==> src/rtl/irqsu_pkg.sv <==
package irqsu_pkg;
  localparam int EVT_W = 10;
  // implemented sources: 0,1,2,3,5,6,8,9
  localparam logic [EVT_W-1:0] IMPL_MASK = 10'b11_0110_1111;

  typedef enum logic [2:0] {
    A_RAW    = 3'd0,
    A_MASKED = 3'd1,
    A_EN_SET = 3'd2,
    A_EN_CLR = 3'd3,
    A_EOI    = 3'd4
  } irq_addr_e;

  typedef enum logic [1:0] {
    HS_IDLE    = 2'd0,
    HS_ACTIVE  = 2'd1,
    HS_HOLDOFF = 2'd2
  } hs_state_e;

  // new events win over a clear of the same bit
  function automatic logic [EVT_W-1:0] status_next(
    input logic [EVT_W-1:0] cur,
    input logic [EVT_W-1:0] evt,
    input logic [EVT_W-1:0] clr);
    return ((cur & ~clr) | evt) & IMPL_MASK;
  endfunction

  function automatic logic [EVT_W-1:0] enable_next(
    input logic [EVT_W-1:0] cur,
    input logic [EVT_W-1:0] set,
    input logic [EVT_W-1:0] clr);
    return ((cur | set) & ~clr) & IMPL_MASK;
  endfunction
endpackage

==> src/rtl/irqsu_raw_status.sv <==
module irqsu_raw_status
  import irqsu_pkg::*;
(
  input  logic             clk,
  input  logic             rst_n,
  input  logic [EVT_W-1:0] evt_i,
  input  logic [EVT_W-1:0] clr_i,
  output logic [EVT_W-1:0] raw_o
);
  logic [EVT_W-1:0] raw_q;

  always_ff @(posedge clk or negedge rst_n) begin
    if (!rst_n) raw_q <= '0;
    else        raw_q <= status_next(raw_q, evt_i, clr_i);
  end

  assign raw_o = raw_q;

  p_unimpl_zero_r1: assert property (@(posedge clk) disable iff (!rst_n)
    (raw_o & ~IMPL_MASK) == '0);

  p_evt_captured_r5: assert property (@(posedge clk) disable iff (!rst_n)
    ((evt_i & IMPL_MASK) != '0) |=>
      ((raw_o & $past(evt_i & IMPL_MASK)) == $past(evt_i & IMPL_MASK)));

  p_clear_works_r4: assert property (@(posedge clk) disable iff (!rst_n)
    ((clr_i & ~evt_i) != '0) |=> ((raw_o & $past(clr_i & ~evt_i)) == '0));
endmodule

==> src/rtl/irqsu_enable.sv <==
module irqsu_enable
  import irqsu_pkg::*;
(
  input  logic             clk,
  input  logic             rst_n,
  input  logic [EVT_W-1:0] set_i,
  input  logic [EVT_W-1:0] clr_i,
  output logic [EVT_W-1:0] en_o
);
  logic [EVT_W-1:0] en_q;

  always_ff @(posedge clk or negedge rst_n) begin
    if (!rst_n) en_q <= '0;
    else        en_q <= enable_next(en_q, set_i, clr_i);
  end

  assign en_o = en_q;

  p_set_sticks_r6: assert property (@(posedge clk) disable iff (!rst_n)
    ((set_i & IMPL_MASK) != '0 && clr_i == '0) |=>
      ((en_o & $past(set_i & IMPL_MASK)) == $past(set_i & IMPL_MASK)));

  p_clr_drops_r7: assert property (@(posedge clk) disable iff (!rst_n)
    (clr_i != '0) |=> ((en_o & $past(clr_i)) == '0));

  p_idle_stable_r6: assert property (@(posedge clk) disable iff (!rst_n)
    (set_i == '0 && clr_i == '0) |=> $stable(en_o));
endmodule

==> src/rtl/irqsu_handshake.sv <==
module irqsu_handshake
  import irqsu_pkg::*;
(
  input  logic clk,
  input  logic rst_n,
  input  logic pending_i,
  input  logic eoi_i,
  output logic irq_o
);
  hs_state_e state_q, state_d;

  always_comb begin
    state_d = state_q;
    unique case (state_q)
      HS_IDLE:    if (eoi_i) state_d = HS_HOLDOFF;
                  else if (pending_i) state_d = HS_ACTIVE;
      HS_ACTIVE:  if (eoi_i) state_d = HS_HOLDOFF;
      HS_HOLDOFF: if (eoi_i) state_d = HS_HOLDOFF;
                  else if (pending_i) state_d = HS_ACTIVE;
                  else state_d = HS_IDLE;
      default:    state_d = HS_IDLE;
    endcase
  end

  always_ff @(posedge clk or negedge rst_n) begin
    if (!rst_n) state_q <= HS_IDLE;
    else        state_q <= state_d;
  end

  assign irq_o = (state_q == HS_ACTIVE);

  p_eoi_drop_r9: assert property (@(posedge clk) disable iff (!rst_n)
    eoi_i |=> !irq_o);

  p_hold_until_eoi_r8: assert property (@(posedge clk) disable iff (!rst_n)
    (irq_o && !eoi_i) |=> irq_o);

  p_fire_needs_status_r8: assert property (@(posedge clk) disable iff (!rst_n)
    $rose(irq_o) |-> $past(pending_i));
endmodule

==> src/rtl/irq_status_unit.sv <==
module irq_status_unit
  import irqsu_pkg::*;
#(
  parameter int DATA_W = 32,
  parameter int ADDR_W = 3
) (
  input  logic              clk,
  input  logic              rst_n,
  input  logic [EVT_W-1:0]  evt_i,
  input  logic              wr_en,
  input  logic [ADDR_W-1:0] wr_addr,
  input  logic [DATA_W-1:0] wr_data,
  input  logic [ADDR_W-1:0] rd_addr,
  output logic [DATA_W-1:0] rd_data,
  output logic              irq_o
);
  localparam int PAD_W = DATA_W - EVT_W;

  logic [EVT_W-1:0] raw, en, masked, wr_bits;
  logic [EVT_W-1:0] stat_clr, en_set, en_clr;
  logic             wr_masked, wr_set, wr_clr, wr_eoi, pending;

  assign wr_bits   = wr_data[EVT_W-1:0];
  assign wr_masked = wr_en && (wr_addr == ADDR_W'(A_MASKED));
  assign wr_set    = wr_en && (wr_addr == ADDR_W'(A_EN_SET));
  assign wr_clr    = wr_en && (wr_addr == ADDR_W'(A_EN_CLR));
  assign wr_eoi    = wr_en && (wr_addr == ADDR_W'(A_EOI));

  // only bits visible in the masked view can be cleared there
  assign stat_clr = wr_masked ? (wr_bits & en) : '0;
  assign en_set   = wr_set ? wr_bits : '0;
  assign en_clr   = wr_clr ? wr_bits : '0;

  irqsu_raw_status u_raw (
    .clk(clk), .rst_n(rst_n), .evt_i(evt_i), .clr_i(stat_clr), .raw_o(raw)
  );

  irqsu_enable u_en (
    .clk(clk), .rst_n(rst_n), .set_i(en_set), .clr_i(en_clr), .en_o(en)
  );

  assign masked  = raw & en;
  assign pending = |masked;

  irqsu_handshake u_hs (
    .clk(clk), .rst_n(rst_n), .pending_i(pending), .eoi_i(wr_eoi), .irq_o(irq_o)
  );

  always_comb begin
    rd_data = '0;
    if (rd_addr == ADDR_W'(A_RAW))         rd_data = {{PAD_W{1'b0}}, raw};
    else if (rd_addr == ADDR_W'(A_MASKED)) rd_data = {{PAD_W{1'b0}}, masked};
    else if (rd_addr == ADDR_W'(A_EN_SET) || rd_addr == ADDR_W'(A_EN_CLR))
      rd_data = {{PAD_W{1'b0}}, en};
  end

  p_raw_write_ignored_r4: assert property (@(posedge clk) disable iff (!rst_n)
    (wr_en && wr_addr == ADDR_W'(A_RAW) && evt_i == '0) |=> $stable(raw));
endmodule

==> config.mk <==
export PLATFORM = sky130hd
export DESIGN_NAME = irq_status_unit
export DESIGN_NICKNAME = d
export VERILOG_FILES = /design/src/rtl/irqsu_pkg.sv /design/src/rtl/irqsu_raw_status.sv /design/src/rtl/irqsu_enable.sv /design/src/rtl/irqsu_handshake.sv /design/src/rtl/irq_status_unit.sv
export SDC_FILE = /design/constraint.sdc
export NUM_CORES = 1
export LEC_CHECK = 0
export BUFFER_PORTS_ARGS = -buffer_cell sky130_fd_sc_hd__buf_2
export CORE_MARGIN = 4
export CORE_UTILIZATION = 38
export CTS_CLUSTER_SIZE = 16
export DETAILED_ROUTE_END_ITERATION = 10
export GPL_ROUTABILITY_DRIVEN = 1
export PLACE_DENSITY_LB_ADDON = 0.12
export REMOVE_ABC_BUFFERS = 1
export SETUP_SLACK_MARGIN = 0.02
export SYNTH_ARGS = -nofsm -noshare
export SYNTH_HDL_FRONTEND = slang
export SYNTH_HIERARCHICAL = 1
export SYNTH_SLANG_ARGS = --single-unit
==> constraint.sdc <==
create_clock -name clk -period 1.25 [get_ports clk]
set_input_delay 0.25 -clock clk [delete_from_list [all_inputs] [get_ports clk]]
set_output_delay 0.25 -clock clk [all_outputs]
set_load 0.01 [all_outputs]
==> insert_results.sql <==
INSERT INTO impl_metrics (metric_group, metric, value, unit) VALUES
('floorplan', 'initial_core_util', '40.5', '%'),
('timing', 'slew_viol_final', '0', ''),
('placed_design', 'placedCellCount', '226', ''),
('floorplan', 'coreArea', '3130', 'um^2'),
('detailed_routing', 'avgRoutedWirePerCell', '12.4', 'um'),
('timing', 'fin_skew', '0.0121', 'ns'),
('timing', 'holdWs', '0.118', 'ns'),
('floorplan', 'number_of_placement_rows', '20', ''),
('cells_and_area', 'layout-drive-gt1-share', '41.7', '%'),
('status', 'violations', 'negative setup slack', ''),
('clock_network', 'cts_root_buf', 'sky130_fd_sc_hd__clkbuf_4', ''),
('run', 'maxCapViolCount', '0', ''),
('clock_network', 'cts_clk_pin_slew_worst_paths', '0.12', 'ns'),
('yosys', 'synth_area_per_cell', '8.85', 'um^2'),
('detailed_routing', 'via_per_inst', '4.40', ''),
('status', 'outcome', 'complete, but fails checks', ''),
('global_route', 'grt_pass1_vias', '1024', ''),
('clock_network', 'htreeDepth', '1', ''),
('setup_path', 'critPathMaxStageDelay', '0.41', 'ns'),
('detailed_routing', 'routed_wl', '3.08', 'mm'),
('yosys', 'synth_area', '1270', 'um^2'),
('detailed_routing', 'detail_route.drc_violations', '0', ''),
('cells_and_area', 'stdcell_count', '248', ''),
('yosys', 'yosysWarnings', '6', ''),
('timing', 'report.final.hold_viol_count', '0', ''),
('timing', 'clock.fmax', '727', 'MHz'),
('clock_network', 'clock-sinks', '18', ''),
('global_route', 'grt_pass1_wl', '4.67', 'mm'),
('placed_design', 'dp_hpwl', '2.13', 'mm'),
('clock_network', 'cts_inserted_buffers', '3', ''),
('setup_path', 'cp.required', '1.00', 'ns'),
('floorplan', 'pin_count', '84', ''),
('timing', 'totalNegativeSetupSlack', '-0.669', 'ns'),
('hold_path', 'min-delay-path-class', 'input port to flip-flop', ''),
('timing', 'final_setup_violation_count', '9', ''),
('power', 'static-leakage-power', '0.858', 'nW'),
('timing', 'rsz0062_at_grt', 'yes', ''),
('placed_design', 'final_wtd_congestion', '0.787', ''),
('detailed_routing', 'vias', '1092', ''),
('detailed_routing', 'first_pass_iters', '4', ''),
('detailed_routing', 'drt.antenna.violating_nets', '0', ''),
('detailed_routing', 'dr.first_iter.drc_count', '38', ''),
('setup_path', 'cp_cell_sequence', 'buf_6 -> nor2_2 -> nor3_2 -> buf_2', ''),
('clock_network', 'worstSkewPairLatency', '0.30', 'ns'),
('cells_and_area', 'fillers', '304', ''),
('setup_path', 'crit_path_start_kind', 'flip-flop', ''),
('floorplan', 'die_w', '65.7', 'um'),
('power', 'power.density', '1050', 'nW/um^2'),
('timing', 'postLayoutSetupSlackWorst', '-0.126', 'ns'),
('placed_design', 'portBuffers', '35', ''),
('yosys', 'syn-instance-count', '143', ''),
('global_route', 'grt_antenna_before_repair', '0', ''),
('setup_path', 'crit_type', 'flip-flop to output pin', ''),
('setup_path', 'timing.critical_path.to_type', 'output pin', ''),
('clock_network', 'tritoncts', 'done', ''),
('cells_and_area', 'layout-area-overhead-vs-synth', '34.7', '%'),
('setup_path', 'worst-path-max-fanout', '2', ''),
('global_route', 'grt_start_max_net_pins', '19', ''),
('cells_and_area', 'final_nets', '256', ''),
('floorplan', 'dieArea', '4320', 'um^2'),
('timing', 'final_min_period', '1.38', 'ns'),
('global_route', 'overflow', '0', ''),
('cells_and_area', 'num_antenna_cells', '0', ''),
('timing', 'timing.final.crit_share', '110', '%'),
('floorplan', 'floorplan.die.height', '65.7', 'um'),
('clock_network', 'cts-root-to-sink-buffers', '2', ''),
('power', 'vdd_ir_drop_max', '0.000444', 'V'),
('setup_path', 'timing.critical_path.slowest_stage_cell', 'sky130_fd_sc_hd__dfrtp_1', ''),
('global_route', 'grtUsageTotal', '14.4', '%'),
('setup_path', 'worst-endpoint-arrival', '1.13', 'ns'),
('power', 'p_total', '1.79', 'mW');
[cell type report]
cell class | instances | area [um^2] | share of cell area, %
clock buffer | 4 | 36.3 | 2.13
inverter | 8 | 30.0 | 1.76
multi-input combinational | 111 | 718 | 42.1
sequential | 18 | 450 | 26.4
tap | 44 | 55.1 | 3.23
timing repair buffer | 63 | 415 | 24.4
[routing by layer]
layer | global-route usage, % | part of all wire [%] | up-vias | wire (um)
met3 | 2.74 | 5.8 | 2 | 178
met4 | 5.44 | 0.62 | 0 | 19
met5 | 0 | 0 | - | 0
met1 | 18.8 | 44 | 506 | 1350
li1 | - | - | 546 | -
met2 | 23.4 | 50 | 38 | 1530
[flip-flops by register name (all words and copies together) (netlist names)]
signal and flops:
u_en/en_o 8, u_hs/state_q 2, u_raw/raw_o 8
[cell usage in the layout, fill, tap and decap left out]
cell                             n
sky130_fd_sc_hd__and3_1          8
sky130_fd_sc_hd__o21ba_1         9
sky130_fd_sc_hd__and4b_1         1
sky130_fd_sc_hd__and4bb_4        1
sky130_fd_sc_hd__and4bb_2        1
sky130_fd_sc_hd__inv_1           8
sky130_fd_sc_hd__buf_2          33
sky130_fd_sc_hd__clkbuf_4        3
sky130_fd_sc_hd__a22o_1          1
sky130_fd_sc_hd__dlygate4sd3_1   1
sky130_fd_sc_hd__nor2b_1         1
sky130_fd_sc_hd__nor2b_4         1
sky130_fd_sc_hd__nor4bb_1        1
sky130_fd_sc_hd__dfrtp_1        18
sky130_fd_sc_hd__a22oi_1         3
sky130_fd_sc_hd__a221oi_2        1
sky130_fd_sc_hd__nor3_1          4
sky130_fd_sc_hd__nor2_1         12
sky130_fd_sc_hd__buf_6           6
sky130_fd_sc_hd__a21o_1          8
sky130_fd_sc_hd__nor2_4          2
sky130_fd_sc_hd__buf_4          23
sky130_fd_sc_hd__nor3_2          6
sky130_fd_sc_hd__conb_1         26
sky130_fd_sc_hd__clkbuf_8        1
sky130_fd_sc_hd__and2_1         16
sky130_fd_sc_hd__nand4_1         1
sky130_fd_sc_hd__a21boi_0        1
sky130_fd_sc_hd__nor2_2          7
[per-stage QoR]
step | setup WS [ns] | utilization (%) | area, um^2
finish | -0.126 | 54.5 | 1710
global route | -0.226 | 54.5 | 1710
floorplan | -0.00861 | - | 1140
detailed placement | -0.0992 | 46.3 | 1450
CTS | -0.142 | 51.4 | 1610
global placement | -0.0915 | 46.3 | 1450
[report_power, final]
part / internal, mW / switching [mW]
registers: 0.660 / 0.0557
logic: 0.404 / 0.301
clock network: 0.178 / 0.196
[critical path: cells and delay by family, from the launching register on]
family,cells,cell delay [ns]
and+or+nand+nor,2,0.16
buffers and inverters,2,0.26
DFF,1,0.41
[path summary, 6_finish.rpt]
| check | start | end | slack [ns] | cells after the start |
|---|---|---|---|---|
| max | u_raw/raw_o[8] | rd_data[8] | -0.13 | 4 |
| min | evt_i[9] | u_raw/raw_o[9] | 0.12 | 2 |
| min in group asynchronous | rst_n | u_raw/raw_o[6] | 0.41 | 2 |
| max in group asynchronous | rst_n | u_raw/raw_o[0] | 0.52 | 2 |
| min reg2reg | u_hs/state_q[1] | u_hs/state_q[1] | 0.53 | 1 |
| max reg2reg | u_en/en_o[8] | u_hs/state_q[0] | -0.11 | 5 |
[what timing repair did]
action / 4_1_cts / 5_1_grt
endpoints found under the setup margin: 12 / 12
cloned: 0 / 0
gates resized for setup: 8 / 14
hold endpoints to repair: 18 / 0
setup buffers: 11 / 6
pin swaps: 13 / 9
hold buffers: 1 / 0
Power figures use the tool's default switching activity.
